**src/rtl/i2cs_pkg.sv**
```systemverilog
package i2cs_pkg;
  timeunit 1ns;
  timeprecision 1ps;

  // Bus-side phase of the transfer
  typedef enum logic [2:0] {
    ST_IDLE,
    ST_RX,
    ST_RX_ACK,
    ST_TX,
    ST_TX_ACK
  } st_e;

  // Meaning of the byte currently being received
  typedef enum logic [1:0] {
    BY_ADDR,
    BY_SUBH,
    BY_SUBL,
    BY_DATA
  } role_e;
endpackage

```
**src/rtl/i2cs_sync.sv**
```systemverilog
module i2cs_sync #(
  parameter int             W      = 2,
  parameter int             STAGES = 2,
  parameter logic [W-1:0]   RST_VAL = '1
) (
  input  logic         clk,
  input  logic         rst,
  input  logic [W-1:0] d_i,
  output logic [W-1:0] q_o,
  output logic [W-1:0] q_prev_o
);
  timeunit 1ns;
  timeprecision 1ps;

  logic [W-1:0] pipe [STAGES];

  always_ff @(posedge clk) begin
    if (rst) begin
      for (int i = 0; i < STAGES; i++) pipe[i] <= RST_VAL;
      q_prev_o <= RST_VAL;
    end else begin
      pipe[0] <= d_i;
      for (int i = 1; i < STAGES; i++) pipe[i] <= pipe[i-1];
      q_prev_o <= pipe[STAGES-1];
    end
  end

  assign q_o = pipe[STAGES-1];
endmodule

```
**src/rtl/i2cs_cond.sv**
```systemverilog
module i2cs_cond (
  input  logic scl_i,
  input  logic scl_q_i,
  input  logic sda_i,
  input  logic sda_q_i,
  output logic start_o,
  output logic stop_o,
  output logic rise_o,
  output logic fall_o
);
  timeunit 1ns;
  timeprecision 1ps;

  // SCL held high across the SDA transition
  logic scl_held;
  assign scl_held = scl_i & scl_q_i;
  assign start_o  = scl_held & sda_q_i & ~sda_i;
  assign stop_o   = scl_held & ~sda_q_i & sda_i;
  assign rise_o   = scl_i & ~scl_q_i;
  assign fall_o   = ~scl_i & scl_q_i;
endmodule

```
**src/rtl/i2c_regport_slave.sv**
```systemverilog
module i2c_regport_slave
  import i2cs_pkg::*;
#(
  parameter int          BYTE_W      = 8,
  parameter int          SYNC_STAGES = 2,
  parameter logic [4:0]  DEV_ADDR_HI = 5'b01110
) (
  input  logic                clk,
  input  logic                rst,
  input  logic                scl_i,
  input  logic                sda_i,
  output logic                sda_oe_o,
  input  logic                strap_a1_i,
  input  logic                strap_a0_i,
  output logic                sub_ld_o,
  output logic [2*BYTE_W-1:0] sub_addr_o,
  output logic                wr_stb_o,
  output logic [BYTE_W-1:0]   wr_data_o,
  output logic                rd_stb_o,
  input  logic [BYTE_W-1:0]   rd_data_i,
  output logic                xfer_end_o
);
  timeunit 1ns;
  timeprecision 1ps;

  localparam int CNT_W = $clog2(BYTE_W + 1);
  localparam logic [CNT_W-1:0] LAST_BIT = CNT_W'(BYTE_W);

  logic scl_s, sda_s, scl_q, sda_q;
  logic start_det, stop_det, scl_rise, scl_fall;

  i2cs_sync #(.W(2), .STAGES(SYNC_STAGES), .RST_VAL(2'b11)) sync_i (
    .clk      (clk),
    .rst      (rst),
    .d_i      ({scl_i, sda_i}),
    .q_o      ({scl_s, sda_s}),
    .q_prev_o ({scl_q, sda_q})
  );

  i2cs_cond cond_i (
    .scl_i   (scl_s),
    .scl_q_i (scl_q),
    .sda_i   (sda_s),
    .sda_q_i (sda_q),
    .start_o (start_det),
    .stop_o  (stop_det),
    .rise_o  (scl_rise),
    .fall_o  (scl_fall)
  );

  st_e               st;
  role_e             role;
  logic [CNT_W-1:0]  cnt;
  logic [BYTE_W-1:0] rx_sh;
  logic [BYTE_W-1:0] tx_sh;
  logic [BYTE_W-1:0] sub_hi;
  logic              rd_mode;
  logic              mst_ack;
  logic [6:0]        dev_addr;

  assign dev_addr = {DEV_ADDR_HI, strap_a1_i, strap_a0_i};

  always_ff @(posedge clk) begin
    if (rst) begin
      st         <= ST_IDLE;
      role       <= BY_ADDR;
      cnt        <= '0;
      rx_sh      <= '0;
      tx_sh      <= '0;
      sub_hi     <= '0;
      rd_mode    <= 1'b0;
      mst_ack    <= 1'b0;
      sda_oe_o   <= 1'b0;
      sub_ld_o   <= 1'b0;
      sub_addr_o <= '0;
      wr_stb_o   <= 1'b0;
      wr_data_o  <= '0;
      rd_stb_o   <= 1'b0;
      xfer_end_o <= 1'b0;
    end else begin
      sub_ld_o   <= 1'b0;
      wr_stb_o   <= 1'b0;
      rd_stb_o   <= 1'b0;
      xfer_end_o <= 1'b0;
      // read byte is valid the clock after its request
      if (rd_stb_o) tx_sh <= rd_data_i;

      if (stop_det) begin
        st         <= ST_IDLE;
        sda_oe_o   <= 1'b0;
        xfer_end_o <= 1'b1;
      end else if (start_det) begin
        st       <= ST_RX;
        role     <= BY_ADDR;
        cnt      <= '0;
        sda_oe_o <= 1'b0;
      end else begin
        case (st)
          ST_RX: begin
            if (scl_rise) begin
              rx_sh <= {rx_sh[BYTE_W-2:0], sda_s};
              cnt   <= cnt + 1'b1;
            end else if (scl_fall && cnt == LAST_BIT) begin
              cnt <= '0;
              if (role == BY_ADDR) begin
                if (rx_sh[BYTE_W-1:1] == dev_addr) begin
                  sda_oe_o <= 1'b1;
                  st       <= ST_RX_ACK;
                  rd_mode  <= rx_sh[0];
                  if (rx_sh[0]) rd_stb_o <= 1'b1;
                  else          role     <= BY_SUBH;
                end else begin
                  st <= ST_IDLE;
                end
              end else begin
                sda_oe_o <= 1'b1;
                st       <= ST_RX_ACK;
                case (role)
                  BY_SUBH: begin
                    sub_hi <= rx_sh;
                    role   <= BY_SUBL;
                  end
                  BY_SUBL: begin
                    sub_ld_o   <= 1'b1;
                    sub_addr_o <= {sub_hi, rx_sh};
                    role       <= BY_DATA;
                  end
                  default: begin
                    wr_stb_o  <= 1'b1;
                    wr_data_o <= rx_sh;
                  end
                endcase
              end
            end
          end
          ST_RX_ACK: begin
            if (scl_fall) begin
              if (rd_mode) begin
                st       <= ST_TX;
                sda_oe_o <= ~tx_sh[BYTE_W-1];
              end else begin
                st       <= ST_RX;
                sda_oe_o <= 1'b0;
              end
            end
          end
          ST_TX: begin
            if (scl_rise) begin
              cnt <= cnt + 1'b1;
            end else if (scl_fall) begin
              if (cnt == LAST_BIT) begin
                sda_oe_o <= 1'b0;
                mst_ack  <= 1'b0;
                st       <= ST_TX_ACK;
              end else begin
                tx_sh    <= {tx_sh[BYTE_W-2:0], 1'b0};
                sda_oe_o <= ~tx_sh[BYTE_W-2];
              end
            end
          end
          ST_TX_ACK: begin
            if (scl_rise) begin
              if (!sda_s) begin
                mst_ack  <= 1'b1;
                rd_stb_o <= 1'b1;
              end else begin
                st <= ST_IDLE;
              end
            end else if (scl_fall && mst_ack) begin
              st       <= ST_TX;
              cnt      <= '0;
              sda_oe_o <= ~tx_sh[BYTE_W-1];
            end
          end
          default: ;
        endcase
      end
    end
  end
endmodule

```
**config.mk**
```make
export PLATFORM = sky130hd
export DESIGN_NAME = i2c_regport_slave
export DESIGN_NICKNAME = d
export VERILOG_FILES = /design/src/rtl/i2cs_pkg.sv /design/src/rtl/i2cs_sync.sv /design/src/rtl/i2cs_cond.sv /design/src/rtl/i2c_regport_slave.sv
export SDC_FILE = /design/constraint.sdc
export NUM_CORES = 1
export LEC_CHECK = 0
export ABC_AREA = 1
export ABC_CLOCK_PERIOD_IN_PS = 2000
export BUFFER_PORTS_ARGS = -buffer_cell sky130_fd_sc_hd__buf_2
export CAP_MARGIN = 20
export CORE_ASPECT_RATIO = 1.75
export CORE_UTILIZATION = 57
export DETAILED_ROUTE_END_ITERATION = 16
export GPL_ROUTABILITY_DRIVEN = 1
export PLACE_DENSITY_LB_ADDON = 0.25
export SLEW_MARGIN = 20
export SYNTH_ARGS = -nofsm -noshare
export SYNTH_HDL_FRONTEND = slang
export SYNTH_SLANG_ARGS = --single-unit
```
**constraint.sdc**
```tcl
create_clock -name clk -period 2 [get_ports clk]
set_input_delay 0.3 -clock clk [delete_from_list [all_inputs] [get_ports clk]]
set_output_delay 0.3 -clock clk [all_outputs]
set_load 0.005 [all_outputs]
```
# Word-level counts from Yosys, hierarchy flattened

Memory sizes are Yosys's and may differ from the RTL's.
Cells that the tools add are included.

Bits in registers: 66
Memory bits (writable): 4
Bits of input ports: 14
Output and inout port bits: 29
Memories kept: 1

Memory list:

| name        | depth | bits a word | read ports | clocked after memory_dff | wr ports | line            | text |
|---|---|---|---|---|---|---|---|
| sync_i.pipe | 2     | 2           | 2          | 0                        | 2        | i2cs_sync.sv:15 | `logic [W-1:0] pipe [STAGES];` |

Add/sub/neg operators: 1
Equal/unequal tests: 36
Muxes and demuxes: 70
Bitwise logic cells: 22
Reductions and logical operators: 25

Operators with widths:

| kind                                                                    | count |
|---|---|
| 8-bit 2-to-1 mux                                                        | 7 |
| 7-bit AND reduction                                                     | 5 |
| 1-bit 2-to-1 mux                                                        | 30 |
| 3-bit 2-to-1 mux                                                        | 10 |
| 3-bit by 2-bit inequality test with 1-bit output, second input constant | 10 |
| 9-bit AND reduction                                                     | 3 |
| 4-bit 2-to-1 mux                                                        | 6 |
| 2-bit 2-to-1 mux                                                        | 11 |
| 2-bit inequality test, second input constant                            | 9 |
| 1-bit inverter                                                          | 13 |
| 3-bit case mux with 4 select lines                                      | 1 |
| 4-bit case mux with 3 select lines                                      | 1 |
| 4-bit nonzero test                                                      | 3 |
| 4-bit by 2-bit inequality test with 1-bit output, second input constant | 2 |
| 8-bit AND reduction                                                     | 1 |
| 1-bit bitwise AND                                                       | 7 |
| 7-bit by 6-bit == test with 1-bit output                                | 1 |
| 7-bit OR reduction                                                      | 1 |
| 3-bit by 2-bit == test with 1-bit output, second input constant         | 2 |
| 3-bit by 1-bit inequality test with 1-bit output, second input constant | 2 |
| 3-bit inequality test, second input constant                            | 2 |
| 6-bit AND reduction                                                     | 1 |
| 2-bit nonzero test                                                      | 3 |
| 5-bit nonzero test                                                      | 1 |
| 17 further kinds                                                        | 22 |

# Longest topological paths before layout

Gate-level depths: netlist (run 1).
An unclocked memory read counts as a cell.

Depth after elaboration: 8
Mapped depth: 13

# Cells and area by module

Synthesis (run 1) repeated with hierarchy kept, for this count alone.

Cells, all modules: 454
Area total of the unflattened synthesis: 3249.4 um2

By module, submodules not included:

| module            | times used | cells an instance | area an instance (um2) |
|---|---|---|---|
| i2c_regport_slave | 1          | 422               | 3024.2 |
| i2cs_sync         | 1          | 21                | 183.9 |
| i2cs_cond         | 1          | 11                | 41.3 |

# Worst setup path after synthesis (run 1)

Ideal clock, no wire load.

Path type: reg2reg
Start: register cnt[0]
End: register sub_addr_o[7]
Library setup time: 0.117 ns
Arrival time: 1.512 ns
Data required time: 1.883 ns
Slack: 0.371 ns
Stages on the path, launching flop included: 11
Cells stage by stage: dfxtp_1 > inv_1 > ha_1 > nand2_1 > nor2_2 > nand3_4 > nor2_4 > nand3_4 > buf_6 > o21ai_0 > nor2_1

Word-level cells in the longest chain between the ends: 3

Ends and longest elaborated chain:

| what                                 | line                     | text |
|---|---|---|
| start: declaration                   | i2c_regport_slave.sv:53  | `logic [CNT_W-1:0] cnt;` |
| start signal: assignment             | i2c_regport_slave.sv:102 | `cnt <= cnt + 1'b1;` |
| start signal: assignment             | i2c_regport_slave.sv:149 | `cnt <= cnt + 1'b1;` |
| 4-bit == test                        | i2c_regport_slave.sv:103 | `end else if (scl_fall && cnt == LAST_BIT) begin` |
| 1-bit logical AND                    | i2c_regport_slave.sv:103 |  |
| 7-bit AND reduction (no source line) | -                        |  |
| end signal: assignment               | i2c_regport_slave.sv:125 | `sub_addr_o <= {sub_hi, rx_sh};` |
| end: declaration                     | i2c_regport_slave.sv:16  | `output logic [2*BYTE_W-1:0] sub_addr_o,` |

Every way passes these cells.
A chain may end at the register's enable or synchronous reset.

# Worst setup path after layout (run 1)

Start: register st[0]
End: register tx_sh[1]

Word-level cells in the longest chain between the ends: 4

Ends and longest elaborated chain:

| what                                     | line                     | text |
|---|---|---|
| start: declaration                       | i2c_regport_slave.sv:51  | `st_e st;` |
| start signal: assignment                 | i2c_regport_slave.sv:65  | `st <= ST_IDLE;` |
| start signal: assignment                 | i2c_regport_slave.sv:89  | `st <= ST_IDLE;` |
| start signal: assignment                 | i2c_regport_slave.sv:93  | `st <= ST_RX;` |
| 3-bit by 2-bit == test with 1-bit output | i2c_regport_slave.sv:98  | `case (st)` |
| 8-bit 2-to-1 mux                         | i2c_regport_slave.sv:98  |  |
| 8-bit 2-to-1 mux                         | i2c_regport_slave.sv:92  | `end else if (start_det) begin` |
| 8-bit 2-to-1 mux                         | i2c_regport_slave.sv:88  | `if (stop_det) begin` |
| end signal: assignment                   | i2c_regport_slave.sv:86  | `if (rd_stb_o) tx_sh <= rd_data_i;` |
| end signal: assignment                   | i2c_regport_slave.sv:156 | `tx_sh <= {tx_sh[BYTE_W-2:0], 1'b0};` |
| end: declaration                         | i2c_regport_slave.sv:55  | `logic [BYTE_W-1:0] tx_sh;` |

Every way passes these cells.

==> impl_metrics.toml, run 1 <==
[status]
status = "complete, no violations"

[yosys]
synth_area_leader_cell = "dfxtp_1"
ys_types = 28
yosysTopAreaCellShare_pct = 44.1
ys_warn_count = 0
synth.area.top_cells = "dfxtp_1, nor2_1, nand2_1, o21ai_0, inv_1"
synth.avg_cell_area_sq_um = 7.17
synth_area_sq_um = 3180
seq_area_frac_synth_pct = 44.1
synth-seq-cells = 70
syn_inst = 443
synthesis.nets = 462

[worst_setup_path]
r2r_slack_ps = 230
r2r_cells = 6
required_ps = 2270
crit_start = "st[0]"
cp-start-kind = "register"
worstPathMaxFanout = 15
cp_slowest_cell = "dfxtp_1"
endpoint_kind = "register"
endpoint = "tx_sh[1]"
cp_cell_sequence = "inv_1, nor2_2, inv_1, nor3_4, o21ai_0, a21oi_1"
reg2reg_to = "tx_sh[1]"
path_class = "register to register"
rr_startpoint = "st[0]"
path_common_cell = "inv_1"
cp.arrival_ps = 2040
critPathMaxStageDelay_ps = 430

[sta]
hold_viol = 0
slew_headroom_pct = 64.3
setup_ws_ps = 230
fmax_mhz = 565
fin_crit_sh_pct = 88.5
fin_tns_setup_ps = 0
rsz0062_at_grt = "no"
worstMarginPinSlew_ps = 531
finClkSkew_ps = 12.0
min_period_ps = 1770
drv_slew = 0
setup_viol = 0

[power_and_ir_drop]
vdd_drop_max_v = 0.000591
power.density_nw_per_um2 = 767
p_leak_nw = 1.66

[finish]
nets = 506
final_cell_mix = "nor2_1, dfxtp_1, nand2_1, inv_1, o21ai_0"
drive_gt1_share_pct = 17.7
fill_cells = 490
syn_to_final_growth_pct = 14.1
diodes = 0
layout_commonest_cell = "nor2_1"

[placed_design]
dp_hpwl_um = 5020
gp_congestion = 0.921
port_buffers = 42
place_ws_ps = 182

[global_routing]
grt_overflow_total = 0
grt_max_degree = 57
grt_pass1_vias = 2614
grtUsageTotal_pct = 25.5
antenna_found_initial = 0
grt_pass1_wl_um = 11400

[hold_path]
hp-class = "input port to register"

[die]
design.die.area_sq_um = 5890
initial_core_util_pct = 60.0
rows = 35
io_pins = 43
die_y_um = 101
die_width_um = 58.4
core_sq_um = 5300

[drt]
vias = 2816
wirelength_um = 6730
drtIter0Drc = 171
met1Wirelength_um = 2560
ant_nets = 0
wl_met3_um = 185
drc = 0
wl_per_cell_um = 11.9
via_per_inst = 4.98
top_layer = "met4"
dr.pass1.iters = 5
wl_met2_um = 3690

[clocking]
cts_setup_buffers = 0
clock_path_buffers = 2
clkSlewWorstSetupHoldPaths_ps = 70
clockRootBuffer = "clkbuf_8"
htree_num_levels = 3
cts.sinks = 70
cts_tree = "built"
ctsHoldBuffers = 0
numCtsBuffers = 9
worstSkewPairLatency_ps = 340

[flow_run]
max_cap_violations = 0
==> logic make-up (layout without fill, tap and decap cells) <==
kind of cell             count (synthesis)  count (layout)  synth area share (%)
adder cells (fa/ha/maj)                  5               5                  1.97
flip-flops                              70              70                  44.1
AND/OR/NAND/NOR                        197             197                  28.8
AO/OA/AOI/OAI                           92              92                  14.6
buffers and inverters                   78             126                  10.2
XOR/XNOR                                 1               1                 0.276
==> cell type report <==
type / count / area, sq um / area share (%)
Sequential cell: 70 / 1400 / 38.7
Timing Repair Buffer: 47 / 248 / 6.83
Inverter: 64 / 240 / 6.63
Tap cell: 74 / 92.6 / 2.55
Multi-Input combinational cell: 295 / 1460 / 40.1
Clock inverter: 6 / 63.8 / 1.76
Clock buffer: 9 / 124 / 3.42
==> power breakdown <==
part	total (mW)	switching [mW]	internal (mW)
combinational	0.259	0.169	0.0898
clock	1.08	0.517	0.566
sequential	1.44	0.0224	1.42
==> state kept, by name, summed over array words and instances (netlist names) <==
signal / count
tx_sh: 8
rd_mode: 1
wr_data_o: 8
xfer_end_o: 1
sda_oe_o: 1
sync_i.q_prev_o: 2
wr_stb_o: 1
cnt: 4
sync_i.pipe: 4
sub_ld_o: 1
mst_ack: 1
st: 3
sub_addr_o: 16
role: 2
rx_sh: 8
sub_hi: 8
rd_stb_o: 1
==> how the worst min path moves through the flow <==
stage	from	to	slack, ps	cells past startpoint
floorplan	sync_i.pipe[0][0]	sync_i.pipe[0][2]	390	1
global placement	sync_i.pipe[0][0]	sync_i.pipe[0][2]	390	1
detailed placement	sync_i.pipe[0][0]	sync_i.pipe[0][2]	390	1
CTS	sda_i	sync_i.pipe[0][0]	120	2
global route	scl_i	sync_i.pipe[0][1]	130	2
finish	sda_i	sync_i.pipe[0][0]	140	2
==> cells in the mapped netlist, drive strengths merged <==
master	number
ha	5
or2	4
xor2	1
o21a	1
nand3	21
o22ai	1
nor3	3
nor2	87
a21oi	33
nor4	2
o21ai	57
nand3b	4
buf	6
dfxtp	70
clkbuf	8
inv	64
nand2	74
nand4	2
==> per-stage QoR <==
stage                     hold slack, ps  power, mW  cells  cell area (sq um)  util, %
final                                137       2.78    565               3620     68.4
after global routing                 128       2.91    565               3620     68.4
after CTS                            125       2.80    565               3620     68.3
after detailed placement             393       1.73    550               3430     64.8
after global placement               390       1.72    550               3430     64.8
after floorplan                      389       1.66    443               3180        -
==> timing repair <==
item / in CTS / in global routing
hold endpoints to repair: 0 / 0
gates resized for setup: 0 / 1
setup endpoints to repair: 0 / 2
==> critical path, delay by kind of cell, from the launching register on <==
kind	cells	cell delay, ps
AOI/OAI and AO/OA	2	330
buffers and inverters	2	260
DFF	1	430
and+or+nand+nor	2	680
==> routing by layer <==
layer  track usage, %  vias to the layer above
met2             46.8                       51
met1             25.1                     1262
met3             5.52                       20
met5                0                        -
li1                 -                     1483
met4             15.6                        0
Note: power is estimated with default switching activity, not from simulation.
==> run 2, diff against run 1 <==
Settings changed: ABC_AREA 1 to default, CORE_UTILIZATION 57 to 56.
==> run 2 against run 1 <==
The flow now finishes with violations (design-rule violations). Flip-flop and latch count is the same. Non-clock buffer count grew 9. Clock skew shrank 2.5 ps. Wire length shrank 3.8%. Setup slack lost 180 ps. Global-route usage shrank 1.2 points. First-iteration DRC count shrank 36%.
==> impl_metrics.toml, run 2 <==
[yosys]
synth-async-reset-ratio_pct = 0
ys_types = 53
seq_area_frac_synth_pct = 46.5
yosysMostFrequentCell = "dfxtp_1"
synth-seq-cells = 70
ys_warn_count = 0
yosysTopAreaCellShare_pct = 46.5
synth.area.top_cells = "dfxtp_1, mux2i_1, nor2_1, nand3_1, a21oi_1"
yosys-top-cells-count = "dfxtp_1, nor2_1, mux2i_1"
syn_inst = 319
synth_area_sq_um = 3010
synthesis.nets = 338
synth_edf_count = 0
yosys_most_used_dff = "dfxtp_1"
synth.avg_cell_area_sq_um = 9.44
synth_area_leader_cell = "dfxtp_1"

[drt]
drc = 7
drtIter0Drc = 110
ant_nets = 0
dr.pass1.iters = 10
via_per_inst = 5.75
wl_per_cell_um = 15.1
wirelength_um = 6480
vias = 2461

[placed_design]
port_buffers = 42
dp_hpwl_um = 4610
gp_congestion = 0.816

[clocking]
cts.sinks = 70
numCtsBuffers = 9
clockRootBuffer = "clkbuf_8"
worstSkewPairLatency_ps = 350
clkSlewWorstSetupHoldPaths_ps = 80
cts_tree = "built"
htree_num_levels = 3
clock_path_buffers = 2

[finish]
top_register = "sub_addr_o"
nets = 387
final_cell_mix = "dfxtp_1, nor2_1, mux2i_1, buf_2, nand2_1"
largest_reg_flops = 16
post-route-util_pct = 69.2
diodes = 0
syn_to_final_growth_pct = 19.6
multi_input_area_sq_um = 1510
register_area_sq_um = 1410
fill_cells = 434
layout_commonest_cell = "dfxtp_1"
drive_gt1_share_pct = 24.9

[die]
rows = 35
io_pins = 43
core_sq_um = 5210
initial_core_util_pct = 57.8
die_y_um = 99.0
die_width_um = 57.4
design.die.area_sq_um = 5690

[worst_setup_path]
critPathMaxStageDelay_ps = 570
endpoint_kind = "register"
r2r_slack_ps = 50
path_class = "register to register"
cp_slowest_cell = "or3b_2"
cp_cell_sequence = "or3b_2, o32ai_1, a221o_1, buf_4, nand2_1, a31oi_1"
reg2reg_to = "st[0]"
rr_startpoint = "st[1]"
cp.arrival_ps = 2230
critPathTopFamily = "compound AO/OA/AOI/OAI gates"
worstPathMaxFanout = 13
critPathBufInv = 1
cp-start-kind = "register"
crit_start = "st[1]"
r2r_cells = 6
required_ps = 2280

[global_routing]
grt_max_degree = 40
grt_pass1_wl_um = 10600
grt_pass1_vias = 2383
grt_overflow_total = 0
grtUsageTotal_pct = 24.3
antenna_found_initial = 0

[sta]
setup_viol = 0
fin_tns_setup_ps = 0
fin_crit_sh_pct = 97.6
fmax_mhz = 512
worstMarginPinSlew_ps = 522
finClkSkew_ps = 9.49
slew_headroom_pct = 65.1
drv_slew = 0
min_period_ps = 1950
hold_viol = 0

[power_and_ir_drop]
p_leak_nw = 1.64
p_sw_share_pct = 21.9
power.density_nw_per_um2 = 811
power_frac_seq_pct = 48.1
p_comb_share_pct = 2.9
power.switching_mw = 0.641
pwr-share-clk_pct = 49.0
vdd_drop_max_v = 0.000500
p_int_mw = 2.28

[hold_path]
hp-class = "input port to register"
hold_start = "sda_i"
hold_depth = 2
min_to = "sync_i.pipe[0][0]"

[flow_run]
max_cap_violations = 0

[status]
violations = "design-rule violations"
status = "complete, but fails checks"
## run 2: cell count changes after synthesis, moves of 8 or more
cell      before  now
inv_1         61    9
nand2_1       69   16
nor2_1        81   47
a211oi_1       0    8
a21oi_1       33   13
o21ai_0       50    6
mux2i_1        0   45
## run 2: worst max path at each step
| stage | to | slack [ps] | cells past startpoint |
|---|---|---|---|
| CTS | st[2] | 80 | 5 |
| finish | st[0] | 50 | 6 |
| global placement | st[2] | 170 | 5 |
| floorplan | sub_addr_o[10] | 120 | 9 |
| detailed placement | st[2] | 90 | 5 |
| global route | st[0] | -10 | 7 |
## run 2: cell type report
type	instances	share of cell area, %
flip-flops and latches	70	39.0
well taps	55	1.91
inverters	9	0.937
repair buffers	56	9.44
clock buffers	9	3.44
multi-input cells	222	41.8
clock inverters	7	3.54
## run 2: metal layers
metal  track usage (%)  vias to the layer above  wire length (um)
met1              24.5                     1166              2510
met3              5.64                       19               197
li1                  -                     1212                 -
met5                 0                        -                 0
met4              13.3                        0               200
met2              44.3                       64              3570
## run 2: worst reg2reg max path, cell delays in order, from the launching register on
cell	delay (ps)
dfxtp_1	430
or3b_2	570
o32ai_1	260
a221o_1	290
buf_4	160
nand2_1	40
a31oi_1	140
## run 2: cell families (layout without fill, tap and decap cells)
kind of cell               count (synthesis)  in the layout  synth area share (%)
AOI/OAI and AO/OA                         44             44                  9.88
adders and majority gates                  5              5                  2.08
and+or+nand+nor                          125            125                  22.1
buffers and inverters                     27             81                  3.65
muxes                                     45             45                  15.0
xor gates and xnor gates                   3              3                 0.872
DFF                                       70             70                  46.5
## run 2: power groups by stage
stage	clock network, mW	logic (mW)	registers (mW)
floorplan	0	0.0548	1.43
global placement	0	0.0832	1.44
detailed placement	0	0.0841	1.44
CTS	1.46	0.0841	1.41
global route	1.51	0.0914	1.41
finish	1.43	0.0843	1.41
## run 2: through the flow
stage               cells  area (sq um)  setup slack, ps  power (mW)  hold WS [ps]
floorplan             319          3010              121        1.49           389
global placement      411          3340              166        1.52           392
detailed placement    411          3340             85.3        1.52           397
CTS                   427          3590             79.1        2.95           115
global route          428          3600            -14.1        3.01           117
finish                428          3600             47.6        2.92           130
## run 2: what timing repair did
item / CTS / global route
setup buffers: 0 / 1
setup endpoints to repair: 0 / 7
hold buffers: 0 / 0
resized for setup: 0 / 6
==> run 3, diff against run 2 <==
Settings changed: PLACE_DENSITY from default to 0.78, PLACE_DENSITY_LB_ADDON 0.25 to default.
==> run 3 against run 2 <==
The flow still finishes with violations (design-rule violations). Count of clock-buffer cells in the layout unchanged. Sequential power barely moved. Clock skew barely moved. Critical path depth up 1. Register-to-register slack improved by 60 ps. Sequential share of layout area grew 0.96 points. Core utilization down 1.7 points. Setup slack better by 61 ps. Critical endpoint unchanged.
==> impl_metrics.toml, run 3 (same netlist as run 2, synthesis figures left out) <==
[status]
status = "complete, but fails checks"
violations = "design-rule violations"

[finish]
final_cell_mix = "dfxtp_1, nor2_1, mux2i_1, buf_2, nand2_1"
layout_commonest_cell = "dfxtp_1"
nets = 386
syn_to_final_growth_pct = 16.7
drive_gt1_share_pct = 23.9
diodes = 0
top_register = "sub_addr_o"
largest_reg_flops = 16

[power_and_ir_drop]
power_frac_seq_pct = 56.5
p_comb_share_pct = 3.4
pwr-share-clk_pct = 40.1
p_leak_nw = 1.60
p_int_mw = 1.88
power.switching_mw = 0.605
p_sw_share_pct = 24.3
vdd_drop_max_v = 0.000685
power.density_nw_per_um2 = 708

[clocking]
worstSkewPairLatency_ps = 340
cts.sinks = 70
htree_num_levels = 3
cts_tree = "built"
clockRootBuffer = "clkbuf_8"
ctsHoldBuffers = 0
clock_path_buffers = 2
clkSlewWorstSetupHoldPaths_ps = 80
numCtsBuffers = 9

[die]
core_sq_um = 5210
design.die.area_sq_um = 5690
rows = 35
initial_core_util_pct = 57.8
die_y_um = 99.0
io_pins = 43
die_width_um = 57.4

[worst_setup_path]
endpoint = "st[0]"
cp-start-kind = "register"
rr_startpoint = "cnt[0]"
required_ps = 2280
cp.arrival_ps = 2170
r2r_slack_ps = 110
crit_start = "cnt[0]"
endpoint_kind = "register"
worstPathMaxFanout = 6
path_class = "register to register"
r2r_cells = 7
cp_slowest_cell = "a221o_1"
cp_cell_sequence = "inv_1, ha_1, and3b_2, o211ai_1, a221o_1, or3_1, a31oi_1"
critPathMaxStageDelay_ps = 420
reg2reg_to = "st[0]"

[global_routing]
grt_overflow_total = 0
grtUsageTotal_pct = 23.7
grt_pass1_vias = 2305
grt_max_degree = 43
antenna_found_initial = 0
grt_pass1_wl_um = 10300

[drt]
via_per_inst = 5.74
drtIter0Drc = 111
wirelength_um = 6310
vias = 2452
drc = 4
wl_per_cell_um = 14.8
dr.pass1.iters = 10
ant_nets = 0

[sta]
min_period_ps = 1890
hold_viol = 0
fmax_mhz = 529
fin_crit_sh_pct = 94.6
slew_headroom_pct = 62.3
drv_slew = 0
worstMarginPinSlew_ps = 559
setup_ws_ps = 109
whs_ps = 146
setup_viol = 0
finClkSkew_ps = 9.00

[placed_design]
port_buffers = 42
place_ws_ps = 108
gp_congestion = 0.876
dp_hpwl_um = 4640

[flow_run]
max_cap_violations = 0

[hold_path]
hp-class = "input port to register"
-- run 3: cell types whose count changed in the layout (fill, tap and decap cells not counted), sizes merged --
cell	change
bufinv	-3
clkinv	+5
buf	-1
clkinvlp	+1
inv	-3
-- run 3: through the flow --
step	utilization (%)	cells	TNS (ps)	instance area, sq um	total power, mW
floorplan	-	319	0	3010	1.49
global placement	63.9	410	0	3330	1.52
detailed placement	63.9	410	0	3330	1.52
CTS	67.2	426	0	3500	2.51
global route	67.4	427	-18.5	3510	2.59
finish	67.4	427	0	3510	2.49
-- run 3: cell type report --
class                   instances  area (sq um)
fillers                       431          1700
multi-input cells             222          1500
flip-flops and latches         70          1400
repair buffers                 55           333
clock buffers                   9           124
well taps                      55          68.8
clock inverters                 7          48.8
inverters                       9          33.8
-- run 3: how the worst min path moves through the flow --
| stage | from | end | slack [ps] | depth (start not counted) |
|---|---|---|---|---|
| 2_1_floorplan | sync_i.pipe[0][0] | sync_i.pipe[0][2] | 390 | 1 |
| 3_3_place_gp | sync_i.pipe[0][1] | sync_i.pipe[0][3] | 390 | 1 |
| 3_5_place_dp | sync_i.pipe[0][0] | sync_i.pipe[0][2] | 400 | 1 |
| 4_1_cts | sda_i | sync_i.pipe[0][0] | 140 | 2 |
| 5_1_grt | sda_i | sync_i.pipe[0][0] | 140 | 2 |
| 6_report | sda_i | sync_i.pipe[0][0] | 150 | 2 |
-- run 3: power groups by stage --
stage | combinational (mW) | clock (mW) | sequential, mW
after global routing | 0.0923 | 1.09 | 1.41
after floorplan | 0.0548 | 0 | 1.43
final | 0.0843 | 0.998 | 1.41
after global placement | 0.0837 | 0 | 1.44
after detailed placement | 0.0848 | 0 | 1.44
after CTS | 0.0848 | 1.02 | 1.41
-- run 3: repair_timing --
item / 4_1_cts / 5_1_grt
endpoints found under the setup margin: 0 / 3
setup buffers: 0 / 1
gates resized for setup: 0 / 3
-- run 3: per-layer routing --
layer	share of wire [%]	vias up	global-route usage (%)
met4	3.1	0	12.4
met1	39	1170	24.5
met5	0	-	0
met3	3.2	17	5.77
li1	-	1212	-
met2	54	53	42.8
-- run 3: worst max-delay path: cells and delay by family (launching register included) --
family	cells	cell delay, ps
AO/OA/AOI/OAI	3	670
AND/OR/NAND/NOR	2	570
flip-flops	1	340
adder cells (fa/ha/maj)	1	160
buffers and inverters	1	90
